<file path="src/rtl/lcs_pkg.sv">
package lcs_pkg;

  typedef enum logic [1:0] {
    LVL_V0 = 2'b00,
    LVL_V1 = 2'b01,
    LVL_V4 = 2'b10,
    LVL_V5 = 2'b11
  } lvl_t;

  // Bias level for one line from frame polarity and token presence.
  function automatic lvl_t pick_level(input logic frame_pol, input logic selected);
    case ({frame_pol, selected})
      2'b00:   return LVL_V1;
      2'b01:   return LVL_V5;
      2'b10:   return LVL_V4;
      default: return LVL_V0;
    endcase
  endfunction

endpackage

</file>
<file path="src/rtl/lcs_cl_edge.sv">
module lcs_cl_edge (
  input  logic clk,
  input  logic rst,
  input  logic cl,
  input  logic psel,
  output logic step
);

  logic cl_q;

  always_ff @(posedge clk) begin
    if (rst) cl_q <= cl;
    else     cl_q <= cl;
  end

  // Rising edge when psel=1, falling edge otherwise.
  assign step = psel ? (cl & ~cl_q) : (~cl & cl_q);

endmodule

</file>
<file path="src/rtl/lcs_token_shift.sv">
module lcs_token_shift #(
  parameter int NCOM = 64
) (
  input  logic            clk,
  input  logic            rst,
  input  logic            step,
  input  logic            shl,
  input  logic            shift_in,
  output logic [NCOM-1:0] tok
);

  localparam int LAST = NCOM - 1;

  logic [NCOM-1:0] nxt;

  // Each position takes its lower neighbour when scanning up, its upper neighbour when scanning down.
  for (genvar i = 0; i < NCOM; i++) begin : g_pos
    logic from_low;
    logic from_high;
    if (i == 0) begin : g_first
      assign from_low = shift_in;
    end else begin : g_mid_low
      assign from_low = tok[i-1];
    end
    if (i == LAST) begin : g_last
      assign from_high = shift_in;
    end else begin : g_mid_high
      assign from_high = tok[i+1];
    end
    assign nxt[i] = shl ? from_low : from_high;
  end

  always_ff @(posedge clk) begin
    if (rst)       tok <= '0;
    else if (step) tok <= nxt;
  end

endmodule

</file>
<file path="src/rtl/lcs_level_enc.sv">
module lcs_level_enc
  import lcs_pkg::*;
#(
  parameter int NCOM = 64
) (
  input  logic              clk,
  input  logic              rst,
  input  logic              m_pol,
  input  logic [NCOM-1:0]   tok,
  output logic [2*NCOM-1:0] codes
);

  always_ff @(posedge clk) begin
    for (int i = 0; i < NCOM; i++) begin
      if (rst) codes[2*i +: 2] <= LVL_V1;
      else     codes[2*i +: 2] <= pick_level(m_pol, tok[i]);
    end
  end

endmodule

</file>
<file path="src/rtl/lcs_com_scan.sv">
module lcs_com_scan #(
  parameter int NCOM = 64
) (
  input  logic              clk,
  input  logic              rst,
  input  logic              cl,
  input  logic              m_pol,
  input  logic              shl,
  input  logic              psel,
  input  logic              is_master,
  input  logic              frame_start,
  input  logic              dio1_in,
  input  logic              dio2_in,
  output logic              dio1_out,
  output logic              dio1_oe,
  output logic              dio2_out,
  output logic              dio2_oe,
  output logic [2*NCOM-1:0] lvl_codes
);

  localparam int LAST = NCOM - 1;

  logic            step;
  logic            shift_in;
  logic            carry;
  logic [NCOM-1:0] tok;

  lcs_cl_edge u_edge (
    .clk  (clk),
    .rst  (rst),
    .cl   (cl),
    .psel (psel),
    .step (step)
  );

  // The master enters its own token; the slave takes it from the pin facing upstream.
  assign shift_in = is_master ? frame_start : (shl ? dio1_in : dio2_in);

  lcs_token_shift #(.NCOM(NCOM)) u_shift (
    .clk      (clk),
    .rst      (rst),
    .step     (step),
    .shl      (shl),
    .shift_in (shift_in),
    .tok      (tok)
  );

  lcs_level_enc #(.NCOM(NCOM)) u_enc (
    .clk   (clk),
    .rst   (rst),
    .m_pol (m_pol),
    .tok   (tok),
    .codes (lvl_codes)
  );

  // The token on the last scanned position goes out to the next device.
  assign carry    = shl ? tok[LAST] : tok[0];
  assign dio1_out = carry;
  assign dio2_out = carry;
  assign dio1_oe  = is_master | ~shl;
  assign dio2_oe  = is_master | shl;

endmodule

</file>
<file path="config.mk">
export PLATFORM = sky130hd
export DESIGN_NAME = lcs_com_scan
export DESIGN_NICKNAME = d
export VERILOG_FILES = /design/src/rtl/lcs_pkg.sv /design/src/rtl/lcs_cl_edge.sv /design/src/rtl/lcs_token_shift.sv /design/src/rtl/lcs_level_enc.sv /design/src/rtl/lcs_com_scan.sv
export SDC_FILE = /design/constraint.sdc
export NUM_CORES = 1
export LEC_CHECK = 0
export BUFFER_PORTS_ARGS = -buffer_cell sky130_fd_sc_hd__buf_2
export CORE_MARGIN = 5
export CORE_UTILIZATION = 50
export CTS_CLUSTER_DIAMETER = 150
export DETAILED_ROUTE_END_ITERATION = 10
export GPL_ROUTABILITY_DRIVEN = 0
export PLACE_DENSITY = 0.77
export SKIP_CTS_REPAIR_TIMING = 1
export SLEW_MARGIN = 20
export SYNTH_ARGS = -nofsm -noshare
export SYNTH_HDL_FRONTEND = slang
export SYNTH_SLANG_ARGS = --single-unit
</file>
<file path="constraint.sdc">
create_clock -name clk -period 6 [get_ports clk]
set_input_delay 0.9 -clock clk [delete_from_list [all_inputs] [get_ports clk]]
set_output_delay 0.9 -clock clk [all_outputs]
set_load 0.03 [all_outputs]
</file>
# [Word level (Yosys, flattened, before mapping)]
# Cells that the tools add are included.
# W data, S select, Z words.
[classes] bitwise_logic=7 n_addsub=0 div_mod_pow=0 mux=132 shift=0 n_eq_ne=128 reduce_logical=64 n_mul=0 n_lt_le_gt_ge=0
[op_table] op="$pmux W2 S3" count=64
[op_table] op="$eq A2 B1 Y1 const B" count=64
[op_table] op="$eq A2 B2 Y1 const B" count=64
[op_table] op="$logic_not A2 Y1" count=64
[op_table] op="$mux W1" count=68
[op_table] op="$not A1 Y1" count=3
[op_table] op="$and A1 B1 Y1" count=2
[op_table] op="$or A1 B1 Y1" count=2
[totals] memories=0 inputBits=10 word_cells=334 romBits=0 latchBits=0 ramBits=0 reg_bits=193

# [Depth between registers and ports, before layout]
[logic_depth] ltp_word=3 ltp_mapped=5 ltp_nobuf=4

# [Hierarchy]
# From an unflattened synthesis, not the netlist that was laid out.
[unflattened] hier_cells=812 hier_area_um2=8713.4
[modules_own_cells] mod="lcs_level_enc" n_inst=1 seq_area_each_um2=2562.5 area_per_inst_um2=5788.1 cells_each=517
[modules_own_cells] mod="lcs_token_shift" n_inst=1 seq_area_each_um2=1281.2 area_per_inst_um2=2832.7 cells_each=284
[modules_own_cells] mod="lcs_com_scan" n_inst=1 seq_area_each_um2=0.0 area_per_inst_um2=50.0 cells_each=7
[modules_own_cells] mod="lcs_cl_edge" n_inst=1 seq_area_each_um2=20.0 area_per_inst_um2=42.5 cells_each=4

# [Worst setup path after synthesis]
# Ideal clock, no wire load.
[synth_timing] path_type="input to register" start="input m_pol" end="register u_enc.codes[101]" setup_time_ns=0.128 arrival_ns=3.815 slack_ns=2.057 stages=3 path_cell_list="inv_1 -> ha_1 -> nor2b_1"
[synth_via] elab_chain_cells=2
[synth_lines] element="start: declaration" line="lcs_com_scan.sv:7" rtl="input logic m_pol,"
[synth_lines] element="$eq A2 B2 Y1, or another cell as far along" line="lcs_pkg.sv:12" rtl="case ({frame_pol, selected})"
[synth_lines] element="$pmux W2 S3 (*)" line="lcs_pkg.sv:12"
[synth_lines] element="end signal: indexed assignment" line="lcs_level_enc.sv:16" rtl="else codes[2*i +: 2] <= pick_level(m_pol, tok[i]);"
[synth_lines] element="end: declaration" line="lcs_level_enc.sv:10" rtl="output logic [2*NCOM-1:0] codes"
# Every way passes the cells marked *; elsewhere a longest branch is shown, timed or not.
# A chain may end at the register's enable or synchronous reset.

# [Worst setup path in the final report]
[layout_timing] start="input m_pol" end="register u_enc.codes[79]"
# Same word-level chain as after synthesis.

==> flow_summary.toml <==
[logic_synthesis]
synthArstFlopShare = 0
synth_edf_count = 0
synth.avg_cell_area_um2 = 11.0
syn_area_um2 = 9340
synth_nets = 1024
syn_inst = 847
ys_ff_latch = 193
seq_area_frac_synth = 0.413
synth_ff_type = "dfxtp_1"
synthDistinctLibCells = 30
yosys_warnings = 0

[floorplan]
placementRows = 50
die_x_um = 147
core_area_um2 = 18600
fp.dieH_um = 147
die_area_um2 = 21500
io_pins = 142
start_util = 0.503

[timing]
setup-violations-final = 0
tightest_slew_ns = 1.01
hold_viol = 0
clock.fmax_mhz = 350
finClkSkew_ns = 0.0110
period_needed_ns = 2.86
relSlewSlack = 0.324
fin_crit_sh = 0.476
whs_ns = 0.565
setup_ws_ns = 3.14
report.final.slew_viol_count = 0
fin_tns_setup_ns = 0
rsz0062_at_grt = "no"

[worst_setup_path]
crit_path_end_kind = "register"
reg2reg_to = "u_shift.tok[33]"
reg2reg_slack_ns = 4.12
crit_type = "input pin to register"
required_ns = 6.29
cp_cell_sequence = "buf_2 > buf_4 > inv_4 > buf_4 > ha_1 > nor2b_1"
max_stage_delay_ns = 0.76
start_kind = "input pin"
arrival_ns = 3.15
slowest_stage = "inv_4"
cp_common_cell = "buf_4"
crit_fanout = 90
r2r_start = "u_edge.cl_q"
crit_start = "m_pol"
reg2reg_depth = 3

[global_route]
grt-ovfl-total = 0
antenna_found_initial = 0
grt_first_pass_wirelength_mm = 28.5
gr-usage-all-layers = 0.157
grt_max_degree = 91
grt_pass1_vias = 5906

[worst_hold_path]
min_path_type = "register to register"
hp-start = "u_shift.tok[63]"
hold_depth = 2
worst_hold_path.endpoint = "u_shift.tok[63]"

[clock_network]
cts_sinks = 193
clock_latency_ns = 0.42
path_clk_slew_ns = 0.07
numCtsBuffers = 17
h-tree-depth = 4
cts_tree = "done"
cts-root-buf = "clkbuf_16"
clockBufferDepth = 2

[placed_design]
place_ws_ns = 2.69
io_buffers = 141
dp_hpwl_mm = 10.2

[final_layout]
area_delta_synth_final_pct = 14.9
antenna_cells = 0
finish.net_count = 1141
layout-drive-gt1-share = 0.253
final_util = 0.578

[routing]
drt-total-wl_mm = 16.5
via_per_inst = 4.96
wl_per_cell_um = 13.6
route.vias.total = 6009
drtAntennaViolNets = 0
initialDrtViolationCount = 258
drc = 0
drtPass1Iterations = 4

[run]
cap_violations = 0

[power]
power.leakage_nw = 4.93
peakVddDrop_v = 0.000189
powerDensity_nw_per_um2 = 297
p_total_mw = 3.19

[run_status]
outcome = "completed"
-- cells in the mapped netlist (all sizes together) (2+ instances only) --
master | count | area share
nand2b | 2 | 0.0013
inv | 65 | 0.026
nor2b | 64 | 0.043
nor3 | 63 | 0.034
ha | 167 | 0.22
a211oi | 62 | 0.082
dfxtp | 193 | 0.41
buf | 31 | 0.025
or3 | 25 | 0.017
nand2 | 2 | 0.0016
nor2 | 40 | 0.016
mux2i | 63 | 0.067
clkbuf | 19 | 0.0076
o21bai | 39 | 0.031
-- flip-flops by register name, indices dropped and copies added, names as in the netlist --
name,cells
u_edge.cl_q,1
u_enc.codes,128
u_shift.tok,64
-- where the power goes --
part / switching, mW / internal, mW / leakage, nW / total, mW
Clock: 0.488 / 0.693 / 0.304 / 1.18
Sequential: 0.0679 / 1.39 / 1.60 / 1.46
Combinational: 0.355 / 0.193 / 3.03 / 0.548
Total: 0.911 / 2.27 / 4.93 / 3.19
-- routing by layer --
layer	part of all wire	vias to the layer above	GRT usage
met5	0	-	0
met1	0.48	2778	0.204
met3	0.044	21	0.0410
li1	-	3103	-
met4	0.015	0	0.0470
met2	0.46	107	0.258
-- cell type report --
cell class	count	area (µm²)
Clock buffer	21	470
Sequential cell	193	3860
Tap cell	234	293
Clock inverter	11	151
Inverter	65	246
Timing Repair Buffer	148	771
Fill cell	1585	7840
Multi-Input combinational cell	539	4940
-- worst max-delay path: cells and delay by family --
family	cells	cell delay [ns]
buffers and inverters	4	1.69
AND/OR/NAND/NOR	1	0.13
adder cells (fa/ha/maj)	1	0.31
-- placed cells by master, fill, tap and decap left out, types with 2 or more instances in the layout --
cell type,n
a211oi_1,2
a211oi_2,60
buf_2,139
buf_4,7
buf_6,2
bufinv_16,3
clkbuf_16,17
clkbuf_8,3
clkinv_2,2
clkinv_4,3
dfxtp_1,193
ha_1,167
inv_1,64
inv_6,2
mux2i_1,63
nand2b_1,2
nor2_1,40
nor2b_1,64
nor3_1,63
o21bai_1,39
or3_1,25
-- metrics by stage --
| stage | instances | area, µm² |
|---|---|---|
| floorplan | 847 | 9340 |
| global placement | 1178 | 10100 |
| detailed placement | 1179 | 10100 |
| CTS | 1211 | 10700 |
| global route | 1211 | 10700 |
| finish | 1211 | 10700 |
-- logic make-up (layout without fill, tap and decap cells) --
kind of cell,count (synthesis),count (layout),share of synthesized area
simple gates,202,202,0.118
compound gates,106,106,0.118
fa+ha+maj,167,167,0.224
mux,64,64,0.0687
flops,193,193,0.413
buf+inv,115,245,0.0584
-- worst max path at each step --
stage | cells past startpoint | slack, ns | endpoint
CTS | 6 | 3.14 | u_enc.codes[79]
global route | 6 | 2.99 | u_enc.codes[93]
global placement | 6 | 2.73 | u_enc.codes[9]
finish | 6 | 3.14 | u_enc.codes[79]
floorplan | 3 | 2.06 | u_enc.codes[101]
detailed placement | 6 | 2.69 | u_enc.codes[97]
No activity file was read; power rests on OpenSTA's default activity.
